[src/rtl/agu_pkg.sv]
package agu_pkg;

    localparam int ADDR_W  = 8;
    localparam int PTR_CNT = 2;
    localparam int MOD_CNT = 2;
    localparam int PSEL_W  = (PTR_CNT > 1) ? $clog2(PTR_CNT) : 1;
    localparam int MSEL_W  = (MOD_CNT > 1) ? $clog2(MOD_CNT) : 1;
    localparam int IDX_W   = (PSEL_W > MSEL_W) ? PSEL_W : MSEL_W;
    localparam int HSEL_W  = IDX_W + 1;

    typedef enum logic [1:0] {
        STEP_INC     = 2'b00,
        STEP_DEC     = 2'b01,
        STEP_INC_MOD = 2'b10,
        STEP_DEC_MOD = 2'b11
    } step_e;

    typedef struct packed {
        logic              valid;
        logic [PSEL_W-1:0] ptr;
        step_e             mode;
        logic [MSEL_W-1:0] nsel;
    } acc_req_t;

    typedef struct packed {
        logic             we;
        logic             is_mod;
        logic [IDX_W-1:0] idx;
        logic [ADDR_W-1:0] data;
    } host_wr_t;

endpackage

[src/rtl/agu_step.sv]
module agu_step
    import agu_pkg::*;
#(
    parameter int W = ADDR_W
) (
    input  logic [W-1:0] cur,
    input  logic [W-1:0] modulus,
    input  step_e        mode,
    output logic [W-1:0] nxt
);

    // modulus 0 wraps to all-ones, which makes the modulo limit equal the natural one
    logic [W-1:0] lim;
    logic [W-1:0] up;
    logic [W-1:0] dn;

    always_comb begin
        lim = modulus - W'(1);
        up  = cur + W'(1);
        dn  = cur - W'(1);
        unique case (mode)
            STEP_INC:     nxt = up;
            STEP_DEC:     nxt = dn;
            STEP_INC_MOD: nxt = (cur == lim) ? '0 : up;
            STEP_DEC_MOD: nxt = (cur == '0) ? lim : dn;
            default:      nxt = up;
        endcase
    end

endmodule

[src/rtl/agu_regbank.sv]
module agu_regbank #(
    parameter int W   = 8,
    parameter int CNT = 2,
    parameter int IW  = 1
) (
    input  logic                  clk,
    input  logic                  rst,
    input  logic                  wr_en,
    input  logic [IW-1:0]         wr_idx,
    input  logic [W-1:0]          wr_data,
    input  logic                  upd_en,
    input  logic [IW-1:0]         upd_idx,
    input  logic [W-1:0]          upd_data,
    output logic [CNT-1:0][W-1:0] q
);

    for (genvar i = 0; i < CNT; i++) begin : g_reg
        logic wr_hit;
        logic upd_hit;

        assign wr_hit  = wr_en  && (wr_idx  == IW'(i));
        assign upd_hit = upd_en && (upd_idx == IW'(i));

        // host load is checked first, so it wins over a step of the same entry
        always_ff @(posedge clk) begin
            if (rst)          q[i] <= '0;
            else if (wr_hit)  q[i] <= wr_data;
            else if (upd_hit) q[i] <= upd_data;
        end

        p_host_load_r9: assert property (@(posedge clk) disable iff (rst)
            (wr_en && wr_idx == IW'(i)) |=> (q[i] == $past(wr_data)));

        p_host_wins_r10: assert property (@(posedge clk) disable iff (rst)
            (wr_en && wr_idx == IW'(i) && upd_en && upd_idx == IW'(i))
            |=> (q[i] == $past(wr_data)));

        p_step_lands_r2: assert property (@(posedge clk) disable iff (rst)
            (!(wr_en && wr_idx == IW'(i)) && upd_en && upd_idx == IW'(i))
            |=> (q[i] == $past(upd_data)));

        p_hold_r12: assert property (@(posedge clk) disable iff (rst)
            (!(wr_en && wr_idx == IW'(i)) && !(upd_en && upd_idx == IW'(i)))
            |=> $stable(q[i]));
    end

endmodule

[src/rtl/modulo_agu.sv]
module modulo_agu
    import agu_pkg::*;
(
    input  logic                        clk,
    input  logic                        rst,
    input  logic                        acc_valid,
    input  logic [PSEL_W-1:0]           acc_ptr,
    input  logic [1:0]                  acc_mode,
    input  logic [MSEL_W-1:0]           acc_nsel,
    input  logic                        host_we,
    input  logic [HSEL_W-1:0]           host_sel,
    input  logic [ADDR_W-1:0]           host_wdata,
    output logic [ADDR_W-1:0]           mem_addr,
    output logic [PTR_CNT*ADDR_W-1:0]   ptr_bus
);

    acc_req_t req;
    host_wr_t hw;

    assign req.valid = acc_valid;
    assign req.ptr   = acc_ptr;
    assign req.mode  = step_e'(acc_mode);
    assign req.nsel  = acc_nsel;

    assign hw.we     = host_we;
    assign hw.is_mod = host_sel[HSEL_W-1];
    assign hw.idx    = host_sel[IDX_W-1:0];
    assign hw.data   = host_wdata;

    logic [PTR_CNT-1:0][ADDR_W-1:0] ptr_q;
    logic [MOD_CNT-1:0][ADDR_W-1:0] mod_q;
    logic [ADDR_W-1:0]              sel_mod;
    logic [ADDR_W-1:0]              step_val;

    agu_regbank #(.W(ADDR_W), .CNT(PTR_CNT), .IW(PSEL_W)) u_ptrs (
        .clk      (clk),
        .rst      (rst),
        .wr_en    (hw.we && !hw.is_mod),
        .wr_idx   (hw.idx[PSEL_W-1:0]),
        .wr_data  (hw.data),
        .upd_en   (req.valid),
        .upd_idx  (req.ptr),
        .upd_data (step_val),
        .q        (ptr_q)
    );

    agu_regbank #(.W(ADDR_W), .CNT(MOD_CNT), .IW(MSEL_W)) u_mods (
        .clk      (clk),
        .rst      (rst),
        .wr_en    (hw.we && hw.is_mod),
        .wr_idx   (hw.idx[MSEL_W-1:0]),
        .wr_data  (hw.data),
        .upd_en   (1'b0),
        .upd_idx  ('0),
        .upd_data ('0),
        .q        (mod_q)
    );

    assign mem_addr = ptr_q[req.ptr];
    assign sel_mod  = mod_q[req.nsel];

    agu_step #(.W(ADDR_W)) u_step (
        .cur     (mem_addr),
        .modulus (sel_mod),
        .mode    (req.mode),
        .nxt     (step_val)
    );

    assign ptr_bus = ptr_q;

    logic no_clash;
    assign no_clash = !(host_we && !host_sel[HSEL_W-1]
                        && host_sel[PSEL_W-1:0] == acc_ptr);

    p_plain_inc_r3: assert property (@(posedge clk) disable iff (rst)
        (acc_valid && acc_mode == 2'b00 && no_clash)
        |=> (ptr_q[$past(acc_ptr)] == ADDR_W'($past(mem_addr) + 1'b1)));

    p_plain_dec_r4: assert property (@(posedge clk) disable iff (rst)
        (acc_valid && acc_mode == 2'b01 && no_clash)
        |=> (ptr_q[$past(acc_ptr)] == ADDR_W'($past(mem_addr) - 1'b1)));

    p_mod_wrap_up_r5: assert property (@(posedge clk) disable iff (rst)
        (acc_valid && acc_mode == 2'b10 && no_clash
         && mem_addr == ADDR_W'(sel_mod - 1'b1))
        |=> (ptr_q[$past(acc_ptr)] == '0));

    p_mod_wrap_dn_r6: assert property (@(posedge clk) disable iff (rst)
        (acc_valid && acc_mode == 2'b11 && no_clash && mem_addr == '0)
        |=> (ptr_q[$past(acc_ptr)] == ADDR_W'($past(sel_mod) - 1'b1)));

endmodule

[config.mk]
export PLATFORM = sky130hd
export DESIGN_NAME = modulo_agu
export DESIGN_NICKNAME = d
export VERILOG_FILES = /design/src/rtl/agu_pkg.sv /design/src/rtl/agu_step.sv /design/src/rtl/agu_regbank.sv /design/src/rtl/modulo_agu.sv
export SDC_FILE = /design/constraint.sdc
export NUM_CORES = 1
export LEC_CHECK = 0
export BUFFER_PORTS_ARGS = -buffer_cell sky130_fd_sc_hd__buf_2
export CELL_PAD_IN_SITES_DETAIL_PLACEMENT = 1
export CELL_PAD_IN_SITES_GLOBAL_PLACEMENT = 2
export CORE_UTILIZATION = 30
export DETAILED_ROUTE_END_ITERATION = 8
export PLACE_DENSITY_LB_ADDON = 0.05
export SETUP_SLACK_MARGIN = 0.5
export SLEW_MARGIN = 0
export SYNTH_ARGS = -nofsm -noshare
export SYNTH_HDL_FRONTEND = slang
export SYNTH_SLANG_ARGS = --single-unit
[constraint.sdc]
create_clock -name clk -period 2.5 [get_ports clk]
set_input_delay 0.375 -clock clk [delete_from_list [all_inputs] [get_ports clk]]
set_output_delay 0.375 -clock clk [all_outputs]
set_load 0.02 [all_outputs]
==> results of run 1 <==
[cells by family (layout without fill, tap and decap cells)]
logic type / after synthesis / in the layout / synth area share (%)
fa+ha+maj: 4 / 4 / 2.08
simple gates: 101 / 102 / 22.6
xor+xnor: 27 / 27 / 11.0
buf+inv: 24 / 114 / 5.00
compound gates: 61 / 61 / 16.0
mux: 37 / 37 / 16.7
flops: 32 / 32 / 26.7
[worst min-delay path, cell delays in order]
cell and delay (ns):
buf_2 0.13, nand2_1 0.06, a21oi_1 0.05
[final cells by class]
class / instances / area, sq um / share of cell area, %
multi-input combinational: 231 / 1940 / 55.2
tap: 102 / 128 / 3.63
inverter: 9 / 33.8 / 0.961
sequential: 32 / 646 / 18.4
clock buffer: 8 / 90.1 / 2.56
timing repair buffer: 97 / 679 / 19.3
[sequential cells by signal (all words and copies together), names as in the netlist]
register	cells
u_mods.q	16
u_ptrs.q	16
[worst min-delay path by stage]
| stage | depth (start not counted) | startpoint | to | slack [ns] |
|---|---|---|---|---|
| 5_1_grt | 3 | host_wdata[0] | u_ptrs.q[0] | 0.40 |
| 6_report | 3 | host_wdata[0] | u_ptrs.q[0] | 0.38 |
| 3_5_place_dp | 2 | u_mods.q[7] | u_mods.q[7] | 0.50 |
| 2_1_floorplan | 2 | u_mods.q[7] | u_mods.q[7] | 0.46 |
| 4_1_cts | 3 | host_wdata[0] | u_ptrs.q[0] | 0.37 |
| 3_3_place_gp | 2 | u_mods.q[15] | u_mods.q[15] | 0.49 |
[power by group through the flow]
stage | Clock (mW) | Sequential, mW | Combinational [mW]
finish | 0.434 | 0.579 | 0.713
global route | 0.467 | 0.583 | 0.769
floorplan | 0 | 0.608 | 0.387
CTS | 0.443 | 0.576 | 0.688
detailed placement | 0 | 0.587 | 0.668
global placement | 0 | 0.586 | 0.661
[metrics by stage]
step           setup slack, ns  std cells  instance area [sq um]  utilization [%]
4_1_cts                  0.221        479                   3370             43.6
3_3_place_gp            -0.184        467                   3140             40.7
3_5_place_dp            -0.214        467                   3140             40.7
5_1_grt                 0.0802        479                   3520             45.5
6_report                 0.242        479                   3520             45.5
2_1_floorplan            0.273        286                   2490                -
[cell usage after synthesis, types with 2 or more instances]
cell type | number | area share, %
ha_1 | 4 | 2.1
buf_6 | 4 | 1.9
nand3_1 | 20 | 4.2
a21oi_1 | 23 | 4.8
clkbuf_1 | 10 | 1.6
nand3b_1 | 2 | 0.63
xnor2_1 | 24 | 8.8
o21ai_1 | 2 | 0.42
nor2b_1 | 2 | 0.52
nor3b_1 | 4 | 1.3
nor3_4 | 2 | 1.4
o32ai_1 | 2 | 0.73
a21o_1 | 2 | 0.63
a31oi_1 | 3 | 0.78
nand2_1 | 24 | 3.8
and3_1 | 2 | 0.52
xnor3_1 | 2 | 1.9
nand4_1 | 3 | 0.78
o211ai_1 | 3 | 0.94
nor2_1 | 23 | 3.6
inv_1 | 8 | 1.3
nor3_1 | 8 | 1.7
dfxtp_1 | 32 | 27
nand2b_1 | 2 | 0.52
mux2i_4 | 2 | 1.9
mux2i_1 | 33 | 14
o21ai_0 | 18 | 3.8
o221ai_1 | 2 | 0.73
[layer usage]
layer,vias up,wire (um),global-route usage (%)
met5,-,0,0
met4,0,115,6.75
met3,8,332,3.18
met2,59,4250,37.7
met1,1215,4220,30.7
li1,1204,-,-
[what timing repair did]
action | CTS | global route
pin swaps | 9 | 11
cloned | 1 | 0
setup endpoints to repair | 16 | 16
buffers inserted | 3 | 0
resized for setup | 21 | 29
==> run metrics, run 1 <==
Netlist Area Pre-Place=0.00240 sq mm; DRT Pass-1 Iters=4; worst r2r dst=u_ptrs.q[9]; reg2reg setup slack=0.24 ns; worst skew pair latency=0.29 ns; Longest Clk Path Bufs=2; ANT cells=0; all-layer global routing usage=22.8%; layout cells sized above 1=43.5%; Seq pwr share=33.6%; Starting DRT DRC Count=52; Die Wd=91.5 um; worst vdd ir=0.167 mV; post-cts hold buffer count=0; Slowest cell on crit path=a2111oi_4; Die ar.=0.00836 sq mm; synth warn=0; I/O Buffers=41; Die Height=91.5 um; Post-Syn Instances=286; P_sw=0.626 mW; Initial Util=31.1%; Worst-path clk slew=0.07 ns; net count after synthesis=308; clock sinks=32; Clk network pwr share=25.2%; status=completed; internal power=1.10 mW; drt drc=0; Clock Root Buffer=clkbuf_8; Final ANT Viol Nets=0; final setup fails=0; crit path kind=reg2reg; main flop type after synthesis=dfxtp_1; via count=2486; FF+latch count, synth=32; final setup TNS=0 ns; # nets final=398; number of global-route vias before repair=2542; syn_area_per_cell=8.40 sq um; commonest non-fill, non-tap cells in the layout=48 x buf_4, 40 x buf_2, 28 x dfxtp_1, 24 x mux2i_1; fraction of registers with async set/reset=0%; number of distinct library cells after synthesis=48; period utilisation layout=90.3%; WHS=0.376 ns; Buf+Inv Stages, Crit Path=2; min-delay worst type=in2reg; max-cap violations=0; FILL cells=928; slew at the pin closest to its max-slew limit=0.673 ns; Final Max Tran Viols=0; unrepaired setup endpoints after global routing=true; largest net degree at the start of global routing=34; crit path from=u_mods.q[2]; Placer Congestion=0.792; WL final=8920 um; I/O pin cnt=42; fin crit period=2.26 ns; Area Overhead vs Synth=46.4%; post-synthesis sequential area ratio=26.7%; Levels on crit path=10; total CTS buffers=5; Hold Fails Final Rpt=0; Worst setup SP type=flip-flop; Core ar.=0.00773 sq mm; Leak=1.52 nW; most common cell after layout, fill and taps aside=buf_4; Required @ worst endpoint=2.65 ns; GRT Residual Overflow=0; PwrDens=491 mW/mm^2; CP Cell Sequence=nor4_2 -> buf_4 -> o211ai_2 -> xor2_1 -> xnor2_1 -> a2111oi_4 -> buf_6 -> nand2_8 -> a21oi_2 -> o32ai_1; DP HPWL=6750 um; Slew Limit Headroom=55.1%; Power Total=1.73 mW; Switching Share=36.3%; CP endpoint=u_ptrs.q[9]; CP max stage delay=0.39 ns; # rows=32; clock skew=0.00510 ns; CTS tree=yes; initial antenna violation count=0; Worst R2R Start=u_mods.q[2]; Post-synth EDFFs=0; Crit Path Max Fanout=7; kind of cell adding the most delay to the critical path=compound AO/OA/AOI/OAI gates; WP data arrival=2.40 ns; Avg Vias per Cell=5.19; H-tree levels=2; first-pass GRT wire length=14400 um; Gate power share=41.3%; maximum clock frequency=443 MHz; Avg WL per Cell=18.6 um; crit end category=flip-flop; Worst R2R Path Depth=10
(Power assumes the default switching activity.)
==> inputs of run 2 (changes only) <==
Settings changed: BUFFER_PORTS_ARGS -buffer_cell sky130_fd_sc_hd__buf_2 to unset, CORE_UTILIZATION 30 to 34, DONT_BUFFER_PORTS set to 1.
==> run 2 against run 1 <==
Effect of this change:
- global-route usage grew 1.0 points
- clock power is 1% lower
- sequential cell count did not move
- hold slack got worse by 0.24 ns
- critical endpoint is now u_ptrs.q[8]
- largest cell class unchanged
==> run metrics, run 2 (synthesis gave the netlist of run 1 again) <==
final setup margin=0.267 ns (was 0.242 ns); WP data arrival=2.47 ns (was 2.40 ns); Crit Path Max Fanout=3 (was 7); CTS tree=yes (unchanged); Area Overhead vs Synth=25.6% (was 46.4%); GRT Residual Overflow=0 (unchanged); DRT Pass-1 Iters=4 (unchanged); final setup fails=0 (unchanged); Avg Vias per Cell=5.43 (was 5.19); crit end category=flip-flop (unchanged); largest net degree at the start of global routing=34 (unchanged); reg2reg setup slack=0.27 ns (was 0.24 ns); Place WS=0.0442 ns (was -0.214 ns); I/O Buffers=0 (was 41); final setup TNS=0 ns (unchanged); Core ar.=0.00679 sq mm (was 0.00773 sq mm); placed insts=391 (was 467); status=completed (unchanged); H-tree levels=2 (unchanged); # nets final=334 (was 398); FILL cells=778 (was 928); worst vdd ir=0.180 mV (was 0.167 mV); Die Wd=86.0 um (was 91.5 um); Die Height=86.0 um (was 91.5 um); Worst-path clk slew=0.08 ns (was 0.07 ns); Slew Limit Headroom=51.7% (was 55.1%); # rows=30 (was 32); Required @ worst endpoint=2.73 ns (was 2.65 ns); I/O pin cnt=42 (unchanged); most common cell after layout, fill and taps aside=buf_4 (unchanged); WHS=0.141 ns (was 0.376 ns); final core occ=44.4% (was 45.5%); period utilisation layout=89.3% (was 90.3%); post-cts hold buffer count=0 (unchanged); Die ar.=0.00740 sq mm (was 0.00836 sq mm); total CTS buffers=5 (unchanged); max-cap violations=0 (unchanged); Power Total=1.60 mW (was 1.73 mW); number of global-route vias before repair=2362 (was 2542); crit path kind=reg2reg (unchanged); clock skew=0.00942 ns (was 0.00510 ns); commonest non-fill, non-tap cells in the layout=32 x buf_4, 25 x dfxtp_1, 23 x nor2_1, 23 x nand2_1 (was 48 x buf_4, 40 x buf_2, 28 x dfxtp_1, 24 x mux2i_1); Longest Clk Path Bufs=2 (unchanged); maximum clock frequency=448 MHz (was 443 MHz); DP HPWL=6240 um (was 6750 um); Avg WL per Cell=20.5 um (was 18.6 um); Final ANT Viol Nets=0 (unchanged); Placer Congestion=0.816 (was 0.792); WL final=8400 um (was 8920 um); worst skew pair latency=0.30 ns (was 0.29 ns); Post-DP Area=0.00269 sq mm (was 0.00314 sq mm); all-layer global routing usage=23.8% (was 22.8%); ANT cells=0 (unchanged); PwrDens=529 mW/mm^2 (was 491 mW/mm^2); drt drc=0 (unchanged); Top Registers=u_mods.q: 16 flops, u_ptrs.q: 16 flops (unchanged); Final Max Tran Viols=0 (unchanged); layout cells sized above 1=30.4% (was 43.5%); Clock Root Buffer=clkbuf_8 (unchanged); via count=2221 (was 2486); unrepaired setup endpoints after global routing=true (unchanged); Leak=1.21 nW (was 1.52 nW); initial antenna violation count=0 (unchanged); Non-Filler Instances=409 (was 479); Hold Fails Final Rpt=0 (unchanged); Initial Util=35.3% (was 31.1%); fin crit period=2.23 ns (was 2.26 ns); fin area=0.00302 sq mm (was 0.00352 sq mm); slew at the pin closest to its max-slew limit=0.723 ns (was 0.673 ns); clock sinks=32 (unchanged); min-delay worst type=in2reg (unchanged); Starting DRT DRC Count=117 (was 52); first-pass GRT wire length=13100 um (was 14400 um); Worst setup SP type=flip-flop (unchanged)
## run 2: cell types whose count changed in the layout (fill, tap and decap cells not counted), sizes merged
| cell | before | now |
|---|---|---|
| clkinvlp | 0 | 1 |
| buf | 97 | 33 |
| clkbuf | 8 | 6 |
| clkinv | 0 | 1 |
## run 2: critical path, stage by stage (launching register included)
cell and delay, ns:
dfxtp_2 0.35, nor4b_4 0.36, buf_4 0.17, o211ai_2 0.09, xor2_2 0.24, xnor2_2 0.17
a2111oi_4 0.05, buf_6 0.15, o311a_4 0.31, a21o_1 0.16, a21oi_1 0.11
## run 2: path summary, 6_finish.rpt
| kind | from | to | cells after the start |
|---|---|---|---|
| max | u_mods.q[8] | u_ptrs.q[8] | 10 |
| min | rst | u_mods.q[7] | 1 |
| max reg2reg | u_mods.q[8] | u_ptrs.q[8] | 10 |
| min reg2reg | u_mods.q[15] | u_mods.q[15] | 2 |
## run 2: power breakdown
group	switching (mW)	internal [mW]	total [mW]
registers	0.0554	0.542	0.597
clock network	0.231	0.198	0.429
logic	0.298	0.271	0.569
## run 2: final cells by class
cell class	count	area, sq um	share of cell area, %
clock buffers	6	72.6	2.41
clock inverters	2	16.3	0.539
inverters	9	33.8	1.12
multi-input cells	231	1870	62.1
flip-flops and latches	32	649	21.5
well taps	96	120	3.98
repair buffers	33	251	8.34
## run 2: routing by layer
metal | GRT usage (%) | part of all wire [%]
met3 | 5.77 | 5.4
met4 | 6.06 | 1.2
met1 | 29.8 | 44
met2 | 40.9 | 49
met5 | 0 | 0
## run 2: what timing repair did
action	4_1_cts	5_1_grt
setup endpoints to repair	16	16
gates resized for setup	14	20
cloned	1	0
pin swaps	4	8
buffers inserted	3	6
